--- config.mk ---
export PLATFORM = sky130hd
export DESIGN_NAME = vic_regblock
export DESIGN_NICKNAME = d
export VERILOG_FILES = /design/src/rtl/vic_pkg.sv /design/src/rtl/vic_src_state.sv /design/src/rtl/vic_cfg_regs.sv /design/src/rtl/vic_norm_resolver.sv /design/src/rtl/vic_fast_picker.sv /design/src/rtl/vic_regblock.sv
export SDC_FILE = /design/constraint.sdc
export NUM_CORES = 2
export LEC_CHECK = 0
export BUFFER_PORTS_ARGS = -buffer_cell sky130_fd_sc_hd__buf_2
export CAP_MARGIN = 0
export CELL_PAD_IN_SITES_DETAIL_PLACEMENT = 1
export CELL_PAD_IN_SITES_GLOBAL_PLACEMENT = 2
export CORE_MARGIN = 3
export CORE_UTILIZATION = 35
export CTS_CLUSTER_DIAMETER = 150
export DETAILED_ROUTE_END_ITERATION = 7
export PLACE_DENSITY = 0.79
export SLEW_MARGIN = 20
export SYNTH_ARGS = -nofsm -noshare
export SYNTH_HDL_FRONTEND = slang
export SYNTH_SLANG_ARGS = --single-unit
export TNS_END_PERCENT = 50
--- constraint.sdc ---
create_clock -name clk -period 108.9 [get_ports clk]
set_input_delay 16.335 -clock clk [delete_from_list [all_inputs] [get_ports clk]]
set_output_delay 16.335 -clock clk [all_outputs]
set_load 0.02 [all_outputs]
--- src/rtl/vic_pkg.sv ---
// Package: shared sizes and register word indices for the interrupt
// controller. Assumes a 32-bit data word and a 64-source map split in
// two halves.
package vic_pkg;
    localparam int NUM_SRC       = 64;
    localparam int DATA_W        = 32;
    localparam int ADDR_W        = 7;
    localparam int PRIO_W        = 4;
    localparam int MASK_W        = 5;
    localparam int IDX_W         = $clog2(NUM_SRC);
    localparam int PRIO_PER_WORD = DATA_W / PRIO_W;
    localparam int PRIO_WORDS    = NUM_SRC / PRIO_PER_WORD;

    localparam logic [ADDR_W-1:0] W_CTRL    = 7'd0;
    localparam logic [ADDR_W-1:0] W_THRESH  = 7'd1;
    localparam logic [ADDR_W-1:0] W_EN_NUM  = 7'd2;
    localparam logic [ADDR_W-1:0] W_DIS_NUM = 7'd3;
    localparam logic [ADDR_W-1:0] W_EN_HI   = 7'd4;
    localparam logic [ADDR_W-1:0] W_EN_LO   = 7'd5;
    localparam logic [ADDR_W-1:0] W_TY_HI   = 7'd6;
    localparam logic [ADDR_W-1:0] W_TY_LO   = 7'd7;
    localparam logic [ADDR_W-1:0] W_PRIO_LO = 7'd8;
    localparam logic [ADDR_W-1:0] W_PRIO_HI = 7'd15;
    localparam logic [ADDR_W-1:0] W_NVEC    = 7'd16;
    localparam logic [ADDR_W-1:0] W_FVEC    = 7'd17;
    localparam logic [ADDR_W-1:0] W_RAW_HI  = 7'd18;
    localparam logic [ADDR_W-1:0] W_RAW_LO  = 7'd19;
    localparam logic [ADDR_W-1:0] W_FRC_HI  = 7'd20;
    localparam logic [ADDR_W-1:0] W_FRC_LO  = 7'd21;
    localparam logic [ADDR_W-1:0] W_NP_HI   = 7'd22;
    localparam logic [ADDR_W-1:0] W_NP_LO   = 7'd23;
    localparam logic [ADDR_W-1:0] W_FP_HI   = 7'd24;
    localparam logic [ADDR_W-1:0] W_FP_LO   = 7'd25;

    localparam logic [DATA_W-1:0] NO_VECTOR = '1;
endpackage

--- src/rtl/vic_src_state.sv ---
// Module: pending-bit store. Edge-detects each input line, applies
// software overwrites of either half and clears the acknowledged source.
// Assumes NUM_SRC equals twice the data width.
module vic_src_state #(
    parameter int NUM_SRC = vic_pkg::NUM_SRC,
    parameter int DATA_W  = vic_pkg::DATA_W,
    localparam int IDX_W  = $clog2(NUM_SRC),
    localparam int HALF   = NUM_SRC / 2
) (
    input  logic               clk,
    input  logic               rst_n,
    input  logic [NUM_SRC-1:0] src_i,
    input  logic               frc_hi_we,
    input  logic               frc_lo_we,
    input  logic [DATA_W-1:0]  wdata,
    input  logic               ack_en,
    input  logic [IDX_W-1:0]   ack_idx,
    output logic [NUM_SRC-1:0] pending
);
    logic [NUM_SRC-1:0] src_q;
    logic [NUM_SRC-1:0] rise;
    logic [NUM_SRC-1:0] fall;
    logic [NUM_SRC-1:0] pend_nxt;

    // Remember the previous line levels for edge detection.
    always_ff @(posedge clk) begin
        if (!rst_n) src_q <= '0;
        else        src_q <= src_i;
    end

    assign rise = src_i & ~src_q;
    assign fall = ~src_i & src_q;

    // Next pending value: edges, then overwrite, then acknowledge (highest).
    always_comb begin
        pend_nxt = (pending | rise) & ~fall;
        if (frc_hi_we) pend_nxt[NUM_SRC-1:HALF] = wdata[HALF-1:0];
        if (frc_lo_we) pend_nxt[HALF-1:0]       = wdata[HALF-1:0];
        if (ack_en)    pend_nxt[ack_idx]        = 1'b0;
    end

    // Pending register.
    always_ff @(posedge clk) begin
        if (!rst_n) pending <= '0;
        else        pending <= pend_nxt;
    end
endmodule

--- src/rtl/vic_cfg_regs.sv ---
// Module: software-visible configuration: control word, threshold,
// enable vector (by number or by half), type vector and priority words.
// Assumes the word indices defined in vic_pkg.
module vic_cfg_regs
    import vic_pkg::*;
#(
    parameter int NUM_SRC = vic_pkg::NUM_SRC,
    parameter int PW      = vic_pkg::PRIO_W,
    parameter int MW      = vic_pkg::MASK_W,
    localparam int IDX_W  = $clog2(NUM_SRC),
    localparam int HALF   = NUM_SRC / 2,
    localparam int NWORDS = NUM_SRC * PW / DATA_W
) (
    input  logic                  clk,
    input  logic                  rst_n,
    input  logic                  wr_en,
    input  logic [ADDR_W-1:0]     addr,
    input  logic [DATA_W-1:0]     wdata,
    output logic [DATA_W-1:0]     ctrl,
    output logic [MW-1:0]         thresh,
    output logic [NUM_SRC-1:0]    enable,
    output logic [NUM_SRC-1:0]    ftype,
    output logic [NUM_SRC*PW-1:0] prio_flat
);
    logic [DATA_W-1:0] prio_q [NWORDS];
    logic              num_ok;
    logic [IDX_W-1:0]  num;

    assign num    = wdata[IDX_W-1:0];
    assign num_ok = (wdata[DATA_W-1:IDX_W] == '0);

    // Control word and threshold.
    always_ff @(posedge clk) begin
        if (!rst_n) begin
            ctrl   <= '0;
            thresh <= '0;
        end else if (wr_en) begin
            if (addr == W_CTRL)   ctrl   <= wdata;
            if (addr == W_THRESH) thresh <= wdata[MW-1:0];
        end
    end

    // Enable vector: set/clear by number or replace a half.
    always_ff @(posedge clk) begin
        if (!rst_n) begin
            enable <= '0;
        end else if (wr_en) begin
            case (addr)
                W_EN_NUM:  if (num_ok) enable[num] <= 1'b1;
                W_DIS_NUM: if (num_ok) enable[num] <= 1'b0;
                W_EN_HI:   enable[NUM_SRC-1:HALF] <= wdata[HALF-1:0];
                W_EN_LO:   enable[HALF-1:0]       <= wdata[HALF-1:0];
                default:   ;
            endcase
        end
    end

    // Type vector halves.
    always_ff @(posedge clk) begin
        if (!rst_n) begin
            ftype <= '0;
        end else if (wr_en) begin
            if (addr == W_TY_HI) ftype[NUM_SRC-1:HALF] <= wdata[HALF-1:0];
            if (addr == W_TY_LO) ftype[HALF-1:0]       <= wdata[HALF-1:0];
        end
    end

    // One priority word per generate slot; word index runs reversed.
    for (genvar w = 0; w < NWORDS; w++) begin : g_prio
        localparam logic [ADDR_W-1:0] SLOT = ADDR_W'(int'(W_PRIO_LO) + NWORDS - 1 - w);
        // Priority word w storage.
        always_ff @(posedge clk) begin
            if (!rst_n)                     prio_q[w] <= '0;
            else if (wr_en && addr == SLOT) prio_q[w] <= wdata;
        end
        assign prio_flat[w*DATA_W +: DATA_W] = prio_q[w];
    end
endmodule

--- src/rtl/vic_norm_resolver.sv ---
// Module: picks the highest-priority eligible normal source (higher
// number wins ties) and decides whether the threshold lets a request out.
// Purely combinational.
module vic_norm_resolver #(
    parameter int NUM_SRC = vic_pkg::NUM_SRC,
    parameter int PW      = vic_pkg::PRIO_W,
    parameter int MW      = vic_pkg::MASK_W,
    localparam int IDX_W  = $clog2(NUM_SRC)
) (
    input  logic [NUM_SRC-1:0]    elig,
    input  logic [NUM_SRC*PW-1:0] prio_flat,
    input  logic [MW-1:0]         thresh,
    output logic                  hit,
    output logic [IDX_W-1:0]      idx,
    output logic [PW-1:0]         prio,
    output logic                  req
);
    logic          above;
    logic [PW-1:0] cur;

    // Linear scan upward; >= lets later (higher) sources win ties.
    always_comb begin
        hit   = 1'b0;
        idx   = '0;
        prio  = '0;
        above = 1'b0;
        cur   = '0;
        for (int i = 0; i < NUM_SRC; i++) begin
            cur = prio_flat[i*PW +: PW];
            if (elig[i]) begin
                if (!hit || cur >= prio) begin
                    prio = cur;
                    idx  = IDX_W'(i);
                end
                hit = 1'b1;
                if (MW'(cur) > thresh) above = 1'b1;
            end
        end
    end

    assign req = hit && ((thresh == {MW{1'b1}}) || above);
endmodule

--- src/rtl/vic_fast_picker.sv ---
// Module: finds the lowest-numbered eligible fast source. Combinational.
module vic_fast_picker #(
    parameter int NUM_SRC = vic_pkg::NUM_SRC,
    localparam int IDX_W  = $clog2(NUM_SRC)
) (
    input  logic [NUM_SRC-1:0] elig,
    output logic               hit,
    output logic [IDX_W-1:0]   idx
);
    // Downward scan so the lowest set bit is written last.
    always_comb begin
        idx = '0;
        for (int i = NUM_SRC - 1; i >= 0; i--) begin
            if (elig[i]) idx = IDX_W'(i);
        end
    end

    assign hit = |elig;
endmodule

--- src/rtl/vic_regblock.sv ---
// Module: top of the interrupt controller. Decodes the word-addressed
// register interface, builds registered read data, issues vector-read
// acknowledges and registers both request outputs.
// Assumes single-cycle strobes; read data is valid after the sampling edge.
module vic_regblock
    import vic_pkg::*;
#(
    parameter int NUM_SRC = vic_pkg::NUM_SRC,
    parameter int PW      = vic_pkg::PRIO_W,
    parameter int MW      = vic_pkg::MASK_W,
    localparam int IDX_W  = $clog2(NUM_SRC),
    localparam int HALF   = NUM_SRC / 2,
    localparam int NWORDS = NUM_SRC * PW / DATA_W
) (
    input  logic               clk,
    input  logic               rst_n,
    input  logic [NUM_SRC-1:0] src_i,
    input  logic               rd_en_i,
    input  logic               wr_en_i,
    input  logic [ADDR_W-1:0]  addr_i,
    input  logic [DATA_W-1:0]  wdata_i,
    output logic [DATA_W-1:0]  rdata_o,
    output logic               irq_norm_o,
    output logic               irq_fast_o
);
    logic [NUM_SRC-1:0]    pending, enable, ftype;
    logic [NUM_SRC-1:0]    norm_elig, fast_elig;
    logic [NUM_SRC*PW-1:0] prio_flat;
    logic [DATA_W-1:0]     ctrl;
    logic [MW-1:0]         thresh;
    logic                  norm_hit, norm_req, fast_hit;
    logic [IDX_W-1:0]      norm_idx, fast_idx, ack_idx;
    logic [PW-1:0]         norm_prio;
    logic                  norm_ack, fast_ack;
    logic [DATA_W-1:0]     rd_mux;
    logic [DATA_W-1:0]     prio_word;

    assign norm_elig = pending & enable & ~ftype;
    assign fast_elig = pending & enable & ftype;

    assign norm_ack = rd_en_i && (addr_i == W_NVEC) && norm_hit;
    assign fast_ack = rd_en_i && (addr_i == W_FVEC) && fast_hit;
    assign ack_idx  = norm_ack ? norm_idx : fast_idx;

    vic_src_state #(.NUM_SRC(NUM_SRC), .DATA_W(DATA_W)) u_src (
        .clk       (clk),
        .rst_n     (rst_n),
        .src_i     (src_i),
        .frc_hi_we (wr_en_i && addr_i == W_FRC_HI),
        .frc_lo_we (wr_en_i && addr_i == W_FRC_LO),
        .wdata     (wdata_i),
        .ack_en    (norm_ack || fast_ack),
        .ack_idx   (ack_idx),
        .pending   (pending)
    );

    vic_cfg_regs #(.NUM_SRC(NUM_SRC), .PW(PW), .MW(MW)) u_cfg (
        .clk       (clk),
        .rst_n     (rst_n),
        .wr_en     (wr_en_i),
        .addr      (addr_i),
        .wdata     (wdata_i),
        .ctrl      (ctrl),
        .thresh    (thresh),
        .enable    (enable),
        .ftype     (ftype),
        .prio_flat (prio_flat)
    );

    vic_norm_resolver #(.NUM_SRC(NUM_SRC), .PW(PW), .MW(MW)) u_norm (
        .elig      (norm_elig),
        .prio_flat (prio_flat),
        .thresh    (thresh),
        .hit       (norm_hit),
        .idx       (norm_idx),
        .prio      (norm_prio),
        .req       (norm_req)
    );

    vic_fast_picker #(.NUM_SRC(NUM_SRC)) u_fast (
        .elig (fast_elig),
        .hit  (fast_hit),
        .idx  (fast_idx)
    );

    // Select the priority word addressed in the reversed window.
    always_comb begin
        prio_word = '0;
        for (int w = 0; w < NWORDS; w++) begin
            if (addr_i == ADDR_W'(int'(W_PRIO_LO) + NWORDS - 1 - w))
                prio_word = prio_flat[w*DATA_W +: DATA_W];
        end
    end

    // Read multiplexer over all defined words; unknown words read zero.
    always_comb begin
        rd_mux = '0;
        case (addr_i)
            W_CTRL:   rd_mux = ctrl;
            W_THRESH: rd_mux = DATA_W'(thresh);
            W_EN_HI:  rd_mux = enable[NUM_SRC-1:HALF];
            W_EN_LO:  rd_mux = enable[HALF-1:0];
            W_TY_HI:  rd_mux = ftype[NUM_SRC-1:HALF];
            W_TY_LO:  rd_mux = ftype[HALF-1:0];
            W_NVEC:   rd_mux = norm_hit ? {16'(norm_idx), 16'(norm_prio)} : NO_VECTOR;
            W_FVEC:   rd_mux = fast_hit ? DATA_W'(fast_idx) : NO_VECTOR;
            W_RAW_HI: rd_mux = pending[NUM_SRC-1:HALF];
            W_RAW_LO: rd_mux = pending[HALF-1:0];
            W_NP_HI:  rd_mux = norm_elig[NUM_SRC-1:HALF];
            W_NP_LO:  rd_mux = norm_elig[HALF-1:0];
            W_FP_HI:  rd_mux = fast_elig[NUM_SRC-1:HALF];
            W_FP_LO:  rd_mux = fast_elig[HALF-1:0];
            default:  rd_mux = prio_word;
        endcase
    end

    // Registered read data, updated only on a read strobe.
    always_ff @(posedge clk) begin
        if (!rst_n)       rdata_o <= '0;
        else if (rd_en_i) rdata_o <= rd_mux;
    end

    // Registered request outputs, re-evaluated from current state.
    always_ff @(posedge clk) begin
        if (!rst_n) begin
            irq_norm_o <= 1'b0;
            irq_fast_o <= 1'b0;
        end else begin
            irq_norm_o <= norm_req;
            irq_fast_o <= fast_hit;
        end
    end
endmodule

# ---- Word-level counts from Yosys, hierarchy flattened
# Memories as Yosys holds them, arrays and structs flattened.
# Index checks and enable logic that the tools add are counted.
dict set report classes {
  eq_ne 28
  reduce_logical 156
  magnitude_cmp 131
  n_bitwise 24
  mux 565
}
# operator count
set op_table {}
lappend op_table {{two-way mux 6 bit} 190}
lappend op_table {{two-way mux 32 bit} 20}
lappend op_table {{bitwise AND 64 bit} 8}
lappend op_table {{two-way mux 4 bit} 127}
lappend op_table {{case mux 32 bit (14 select lines)} 1}
lappend op_table {{NOT 64 bit} 6}
lappend op_table {{> comparator 4 x 5 -> 1 bit} 64}
lappend op_table {{greater-or-equal comparator 4 bit} 63}
lappend op_table {{two-way mux 1 bit} 220}
lappend op_table {{two-way mux 64 bit} 3}
lappend op_table {{case mux 32 bit (3 select lines)} 2}
lappend op_table {{OR 64 bit} 2}
lappend op_table {{equality test 7 x 5 -> 1 bit (second input constant)} 10}
lappend op_table {{logical OR 1 bit} 65}
lappend op_table {{OR reduction 64 bit} 1}
lappend op_table {{logical NOT 1 bit} 63}
lappend op_table {{equality test 7 x 4 -> 1 bit (second input constant)} 8}
lappend op_table {{equality test 7 x 3 -> 1 bit (second input constant)} 4}
lappend op_table {{logical NOT 26 bit} 1}
lappend op_table {{logical AND 1 bit} 17}
lappend op_table {{equality test 7 x 2 -> 1 bit (second input constant)} 2}
lappend op_table {{< comparator 6 x 7 -> 1 bit (second input constant)} 2}
lappend op_table {{demux 1 bit (select 6 bit)} 2}
lappend op_table {{greater-or-equal comparator 6 x 1 -> 1 bit (second input constant)} 2}
lappend op_table {{other kinds (8)} 21}
dict set report totals {
  word_cells 916
  input_bits 107
  ram_bits 256
  regBits 327
  n_memories 1
}
# memory words word_bits rd rd_ports_with_merged_regs wr line_no
set memory_table {}
lappend memory_table {u_cfg.prio_q 8 32 8 0 8 vic_cfg_regs.sv:25} ;# logic [DATA_W-1:0] prio_q [NWORDS];

# ---- Depth between registers and ports, before layout
dict set report depth {
  depth_word 263
  depth_mapped 527
}

# ---- Modules after synthesis
# Synthesis repeated with hierarchy kept, for this count alone.
dict set report unflattened {
  cells_unflattened 6124
  hier_area_um2 50656.1
}
# module seq_area_each_um2 cells_per_inst instances area_per_inst_um2
set by_module_without_submodules {}
lappend by_module_without_submodules {vic_norm_resolver 0.0 2791 1 19424.9}
lappend by_module_without_submodules {vic_cfg_regs 10990.5 1524 1 17444.2}
lappend by_module_without_submodules {vic_regblock 680.7 1095 1 7574.8}
lappend by_module_without_submodules {vic_src_state 2562.5 569 1 5325.1}
lappend by_module_without_submodules {vic_fast_picker 0.0 145 1 887.1}

# ---- Worst setup path before layout
# Ideal clock, no wire load.
dict set report synth_path {
  path_kind {register to register}
  from {register u_cfg.ftype[0]}
  to {register u_src.pending[33]}
  t_arrival_ns 95.095
  slack_ns 13.679
  synth_period_minus_slack_ns 95.221
  setup_ns 0.127
  path_stages_with_launch 488
  cell_sequence {dfxtp_1 > nand3b_2 > nor2_1 > ha_1 > nor3b_1 > o21ai_1 > o21ai_0 > o21ai_0 > ha_1 > nand2b_1 > a211o_1 > a31oi_1 > nor2_1 > nor2_1 > a21oi_1 > ha_1 > nand2b_1 > a21o_1 > (+452 left out) > a21oi_1 > a21o_1 > clkbuf_1 > nor2_1 > a21oi_1 > ha_1 > nand2b_1 > a21o_1 > a21o_1 > a21oi_1 > a21o_1 > and2_1 > clkbuf_1 > and3_1 > a31oi_1 > nand2b_1 > nor3b_2 > a21oi_1}
}
dict set report synth_between {
  elab_chain_len 263
  word_cells_on_any_way 521
  cone_classes {order compare (65); mux (320); bitwise (5); reduce/logical (131)}
}
# item line_no
set synth_rtl {}
lappend synth_rtl {{start: declaration} vic_cfg_regs.sv:22} ;# output logic [NUM_SRC-1:0] ftype,
lappend synth_rtl {{start signal: indexed assignment} vic_cfg_regs.sv:63} ;# if (addr == W_TY_HI) ftype[NUM_SRC-1:HALF] <= wdata[HALF-1:0];
lappend synth_rtl {{start signal: indexed assignment} vic_cfg_regs.sv:64} ;# if (addr == W_TY_LO) ftype[HALF-1:0] <= wdata[HALF-1:0];
lappend synth_rtl {{NOT 64 bit} vic_regblock.sv:38} ;# assign norm_elig = pending & enable & ~ftype;
lappend synth_rtl {{bitwise AND 64 bit} vic_regblock.sv:38}
lappend synth_rtl {{two-way mux 4 bit / two-way mux 1 bit (equally long branches)} vic_norm_resolver.sv:30} ;# if (elig[i]) begin
lappend synth_rtl {{greater-or-equal comparator 4 bit / logical NOT 1 bit (equally long branches)} vic_norm_resolver.sv:31} ;# if (!hit || cur >= prio) begin
lappend synth_rtl {{logical OR 1 bit} vic_norm_resolver.sv:31}
lappend synth_rtl {{two-way mux 4 bit} vic_norm_resolver.sv:31}
lappend synth_rtl {{two-way mux 4 bit} vic_norm_resolver.sv:30}
lappend synth_rtl {{greater-or-equal comparator 4 bit} vic_norm_resolver.sv:31}
lappend synth_rtl {{(+247 left out)} n/a}
lappend synth_rtl {{two-way mux 6 bit} vic_regblock.sv:43} ;# assign ack_idx = norm_ack ? norm_idx : fast_idx;
lappend synth_rtl {{< comparator 6 x 7 -> 1 bit (implied by the code) / greater-or-equal comparator 6 x 1 -> 1 bit (equally long branches)} vic_src_state.sv:39} ;# if (ack_en) pend_nxt[ack_idx] = 1'b0;
lappend synth_rtl {{logical AND 1 bit (implied by the code)} vic_src_state.sv:39}
lappend synth_rtl {{two-way mux 1 bit (implied by the code)} vic_src_state.sv:39}
lappend synth_rtl {{demux 1 bit (select 6 bit)} n/a}
lappend synth_rtl {{NOT 64 bit (no source line)} n/a}
lappend synth_rtl {{bitwise AND 64 bit (no source line)} n/a}
lappend synth_rtl {{two-way mux 64 bit (*)} vic_src_state.sv:39}
lappend synth_rtl {{end signal: assignment} vic_src_state.sv:45} ;# else pending <= pend_nxt;
lappend synth_rtl {{end: declaration} vic_src_state.sv:18} ;# output logic [NUM_SRC-1:0] pending
# Every way passes the cells marked *; elsewhere a longest branch is shown, timed or not.
# A chain may end at the register's enable or synchronous reset.

# ---- Final worst setup path
dict set report layout_path {
  from {register u_src.pending[0]}
  to {register u_src.pending[55]}
}
dict set report layout_between {
  elab_chain_len 263
  word_cells_on_any_way 521
  cone_classes {order compare (65); mux (320); bitwise (5); reduce/logical (131)}
}
# item line_no
set layout_rtl {}
lappend layout_rtl {{bitwise AND 64 bit (*)} {vic_regblock.sv:38, vic_regblock.sv:39}}
lappend layout_rtl {{bitwise AND 64 bit} vic_regblock.sv:38}
lappend layout_rtl {{two-way mux 4 bit / two-way mux 1 bit (equally long branches)} vic_norm_resolver.sv:30}
lappend layout_rtl {{greater-or-equal comparator 4 bit / logical NOT 1 bit (equally long branches)} vic_norm_resolver.sv:31}
lappend layout_rtl {{logical OR 1 bit} vic_norm_resolver.sv:31}
lappend layout_rtl {{two-way mux 4 bit} vic_norm_resolver.sv:31}
lappend layout_rtl {{two-way mux 4 bit} vic_norm_resolver.sv:30}
lappend layout_rtl {{greater-or-equal comparator 4 bit} vic_norm_resolver.sv:31}
lappend layout_rtl {{(+247 left out)} n/a}
lappend layout_rtl {{two-way mux 6 bit} vic_regblock.sv:43}
lappend layout_rtl {{< comparator 6 x 7 -> 1 bit (implied by the code) / greater-or-equal comparator 6 x 1 -> 1 bit (equally long branches)} vic_src_state.sv:39}
lappend layout_rtl {{logical AND 1 bit (implied by the code)} vic_src_state.sv:39}
lappend layout_rtl {{two-way mux 1 bit (implied by the code)} vic_src_state.sv:39}
lappend layout_rtl {{demux 1 bit (select 6 bit)} n/a}
lappend layout_rtl {{NOT 64 bit (no source line)} n/a}
lappend layout_rtl {{bitwise AND 64 bit (no source line)} n/a}
lappend layout_rtl {{two-way mux 64 bit (*)} vic_src_state.sv:39}
# Marked as above.

==> impl_metrics.env <==
export IMPL_worstPathArrival_ns=103.28
export IMPL_drt_total_wl_mm=287
export IMPL_cp_max_fo=11
export IMPL_cp_common_cell="ha_1"
export IMPL_htree_levels=3
export IMPL_fmax_ghz=0.00973
export IMPL_drt_pass1_iter_count=8
export IMPL_r2r_start="u_src.pending[0]"
export IMPL_die_area_um2=141000
export IMPL_fin_crit_ns=102.74
export IMPL_period_share_pct=94.3
export IMPL_violations="design-rule violations"
export IMPL_syn_avg_cell_area_um2=8.02
export IMPL_slew_headroom_pct=12.3
export IMPL_path_class="reg -> reg"
export IMPL_yosys_area_top_type="edfxtp_1"
export IMPL_holdPathEnd="u_cfg.ctrl[13]"
export IMPL_cts_buffers=72
export IMPL_initial_core_util_pct=35.5
export IMPL_synth_top_family_by_area="compound AO/OA/AOI/OAI gates"
export IMPL_post_drt_wl_per_cell_um=36.5
export IMPL_setup_violations=0
export IMPL_end_kind="flop"
export IMPL_die_x_um=376
export IMPL_cp_required_ns=109.45
export IMPL_fin_skew_ns=0.0547
export IMPL_cap_viol_max_count=0
export IMPL_routed_via_density=6.86
export IMPL_power_density_nw_per_um2=10.8
export IMPL_netlist_instances=5962
export IMPL_synth_compound_area_share_pct=27.0
export IMPL_r2r_end="u_src.pending[55]"
export IMPL_routabilityCongestion=1.05
export IMPL_layout_commonest_cell="nand2_1"
export IMPL_groute_usage_overall_pct=39.2
export IMPL_rrSetupSlack_ns=6.16
export IMPL_ys_top_cells_by_area="edfxtp_1, dfxtp_1, ha_1"
export IMPL_slowest_stage="or4_1"
export IMPL_synth_nets=6469
export IMPL_first_iter_violations=7746
export IMPL_critPathMaxStageDelay_ns=0.51
export IMPL_cts_tree="built"
export IMPL_final_cell_area_um2=54100
export IMPL_synthArstFlopShare_pct=0
export IMPL_leakage_nw=20.3
export IMPL_worstMarginPinSlew_ns=1.31
export IMPL_synth_flop_cell="dfxtp_1"
export IMPL_antenna_left=0
export IMPL_antenna_found_initial=36
export IMPL_synth_edf_count=256
export IMPL_start_kind="flop"
export IMPL_final_max_slew_viol_count=0
export IMPL_grt_max_degree=88
export IMPL_syn_area_um2=47800
export IMPL_post_dp_hpwl_mm=222
export IMPL_startpoint="u_src.pending[0]"
export IMPL_grt_pass1_vias=51543
export IMPL_status="finished, violations left"
export IMPL_peakVddDrop_uv=12.2
export IMPL_cts_root_buf="clkbuf_16"
export IMPL_ff2ff_path_depth=482
export IMPL_place_area_um2=50700
export IMPL_area_delta_synth_final_pct=13.0
export IMPL_hold_start="u_cfg.ctrl[13]"
export IMPL_netlist_area_leader_share_pct=16.1
export IMPL_crit_family="compound AO/OA/AOI/OAI gates"
export IMPL_worstHoldPathType="reg -> reg"
export IMPL_fp_row_count=134
export IMPL_placedCellCount=7684
export IMPL_hold_depth=2
export IMPL_synth_ff_latch_count=583
export IMPL_overflow=0
export IMPL_core_um2=135000
export IMPL_vias=54009
export IMPL_path_buf_inv=16
export IMPL_io_buffers=140
export IMPL_clk_path_buf_depth=3
export IMPL_drc=36
export IMPL_cts_clk_slew_worst_paths_ns=0.06
export IMPL_stdcell_count=7878
export IMPL_synth_xor_area_share_pct=0
export IMPL_synthAdderAreaFrac_pct=11.1
export IMPL_grt_pass1_wl_mm=398
export IMPL_ios=141
export IMPL_drive_gt1_share_pct=12.2
export IMPL_seq_area_frac_synth_pct=29.8
export IMPL_synthMuxAreaShare_pct=2.44
export IMPL_final_nets=6540
export IMPL_synth_simple_area_share_pct=25.5
export IMPL_clock_sinks=583
export IMPL_ys_types=118
export IMPL_mostFrequentLayoutCells="nand2_1, ha_1, nor2_1"
export IMPL_insertion_delay_ns=0.70
export IMPL_finalHoldViolCount=0
export IMPL_yosys_warnings=0
export IMPL_die_h_um=376
report_power, final:
group | switching, mW | internal [mW] | leakage [nW] | total (mW)
clock | 0.113 | 0.148 | 1.21 | 0.261
combinational | 0.0423 | 0.0190 | 14.0 | 0.0614
sequential | 0.0255 | 0.238 | 5.11 | 0.263
total | 0.181 | 0.404 | 20.3 | 0.585
worst reg2reg max path, delay by kind of cell (launching register included):
| kind | cells | cell delay, ns |
|---|---|---|
| multiplexers | 47 | 16.23 |
| adder cells (fa/ha/maj) | 88 | 25.92 |
| AND/OR/NAND/NOR | 152 | 23.39 |
| buffers and inverters | 16 | 1.47 |
| AO/OA/AOI/OAI | 179 | 35.12 |
| flip-flops | 1 | 0.47 |
sequential cells by signal, summed over array words and instances (netlist names):
signal,cells
rdata_o,32
u_src.pending,64
u_cfg.enable,64
u_src.src_q,64
u_cfg.prio_q,256
irq_norm_o,1
u_cfg.ftype,64
u_cfg.ctrl,32
u_cfg.thresh,5
irq_fast_o,1
how the worst max path moves through the flow:
stage | end | slack [ns] | cells past startpoint
floorplan | u_src.pending[33] | 13.68 | 487
global placement | u_src.pending[16] | 3.09 | 487
detailed placement | u_src.pending[16] | -0.16 | 482
CTS | u_src.pending[2] | 0.04 | 483
global route | u_src.pending[35] | -0.55 | 487
finish | u_src.pending[55] | 6.16 | 482
through the flow:
stage | worst slack (ns) | TNS (ns) | power [mW] | util [%] | hold slack, ns
6_report | 6.16 | 0 | 0.585 | 40.2 | 0.464
5_1_grt | -0.552 | -32.49 | 0.597 | 40.1 | 0.487
4_1_cts | 0.0376 | 0 | 0.579 | 39.5 | 0.466
3_5_place_dp | -0.163 | -2.75 | 0.323 | 37.7 | 0.458
3_3_place_gp | 3.09 | 0 | 0.321 | 37.7 | 0.450
2_1_floorplan | 13.68 | 0 | 0.283 | - | 0.441
cells by family (layout without fill, tap and decap cells):
kind of cell | Yosys count | in the layout
AOI/OAI and AO/OA | 1860 | 1860
adders and majority gates | 431 | 431
buffers and inverters | 528 | 656
DFF | 583 | 583
muxes | 106 | 106
other | 0 | 20
and+or+nand+nor | 2454 | 2454
synthesized netlist by cell type (78+ instances only):
library cell / instances
and2_1: 228
a21boi_0: 112
nand2b_1: 159
clkbuf_1: 273
nor4_1: 129
nor3b_1: 88
edfxtp_1: 256
a31oi_1: 78
nand2_1: 825
inv_1: 207
a21oi_1: 377
o21ai_0: 360
nand3_1: 152
a221oi_1: 106
nor2b_1: 94
o211ai_1: 179
nor3_1: 103
ha_1: 400
dfxtp_1: 327
nand4_1: 84
nor2_1: 411
final cells by class:
class                   count  area (um2)
fillers                 16140       80600
multi-input cells        4851       32300
flip-flops and latches    583       14200
well taps                1768        2210
clock buffers              94        1980
repair buffers            304        1940
inverters                 221         830
clock inverters            37         509
diodes                     20        50.0
per-layer routing:
layer  wire [um]  GRT usage [%]  vias up
met3       37500           13.7      991
met5         145              0        -
met4       23200           25.5       22
li1            -              -    22614
met1      108000           48.5    26747
met2      118000           57.5     3635
what timing repair did:
item	CTS	global route
pin swaps	0	20
hold buffers	0	0
buffers inserted	0	41
resized for setup	5	120
setup endpoints to repair	65	74
cloned	0	0
No activity file was read; power rests on OpenSTA's default activity.
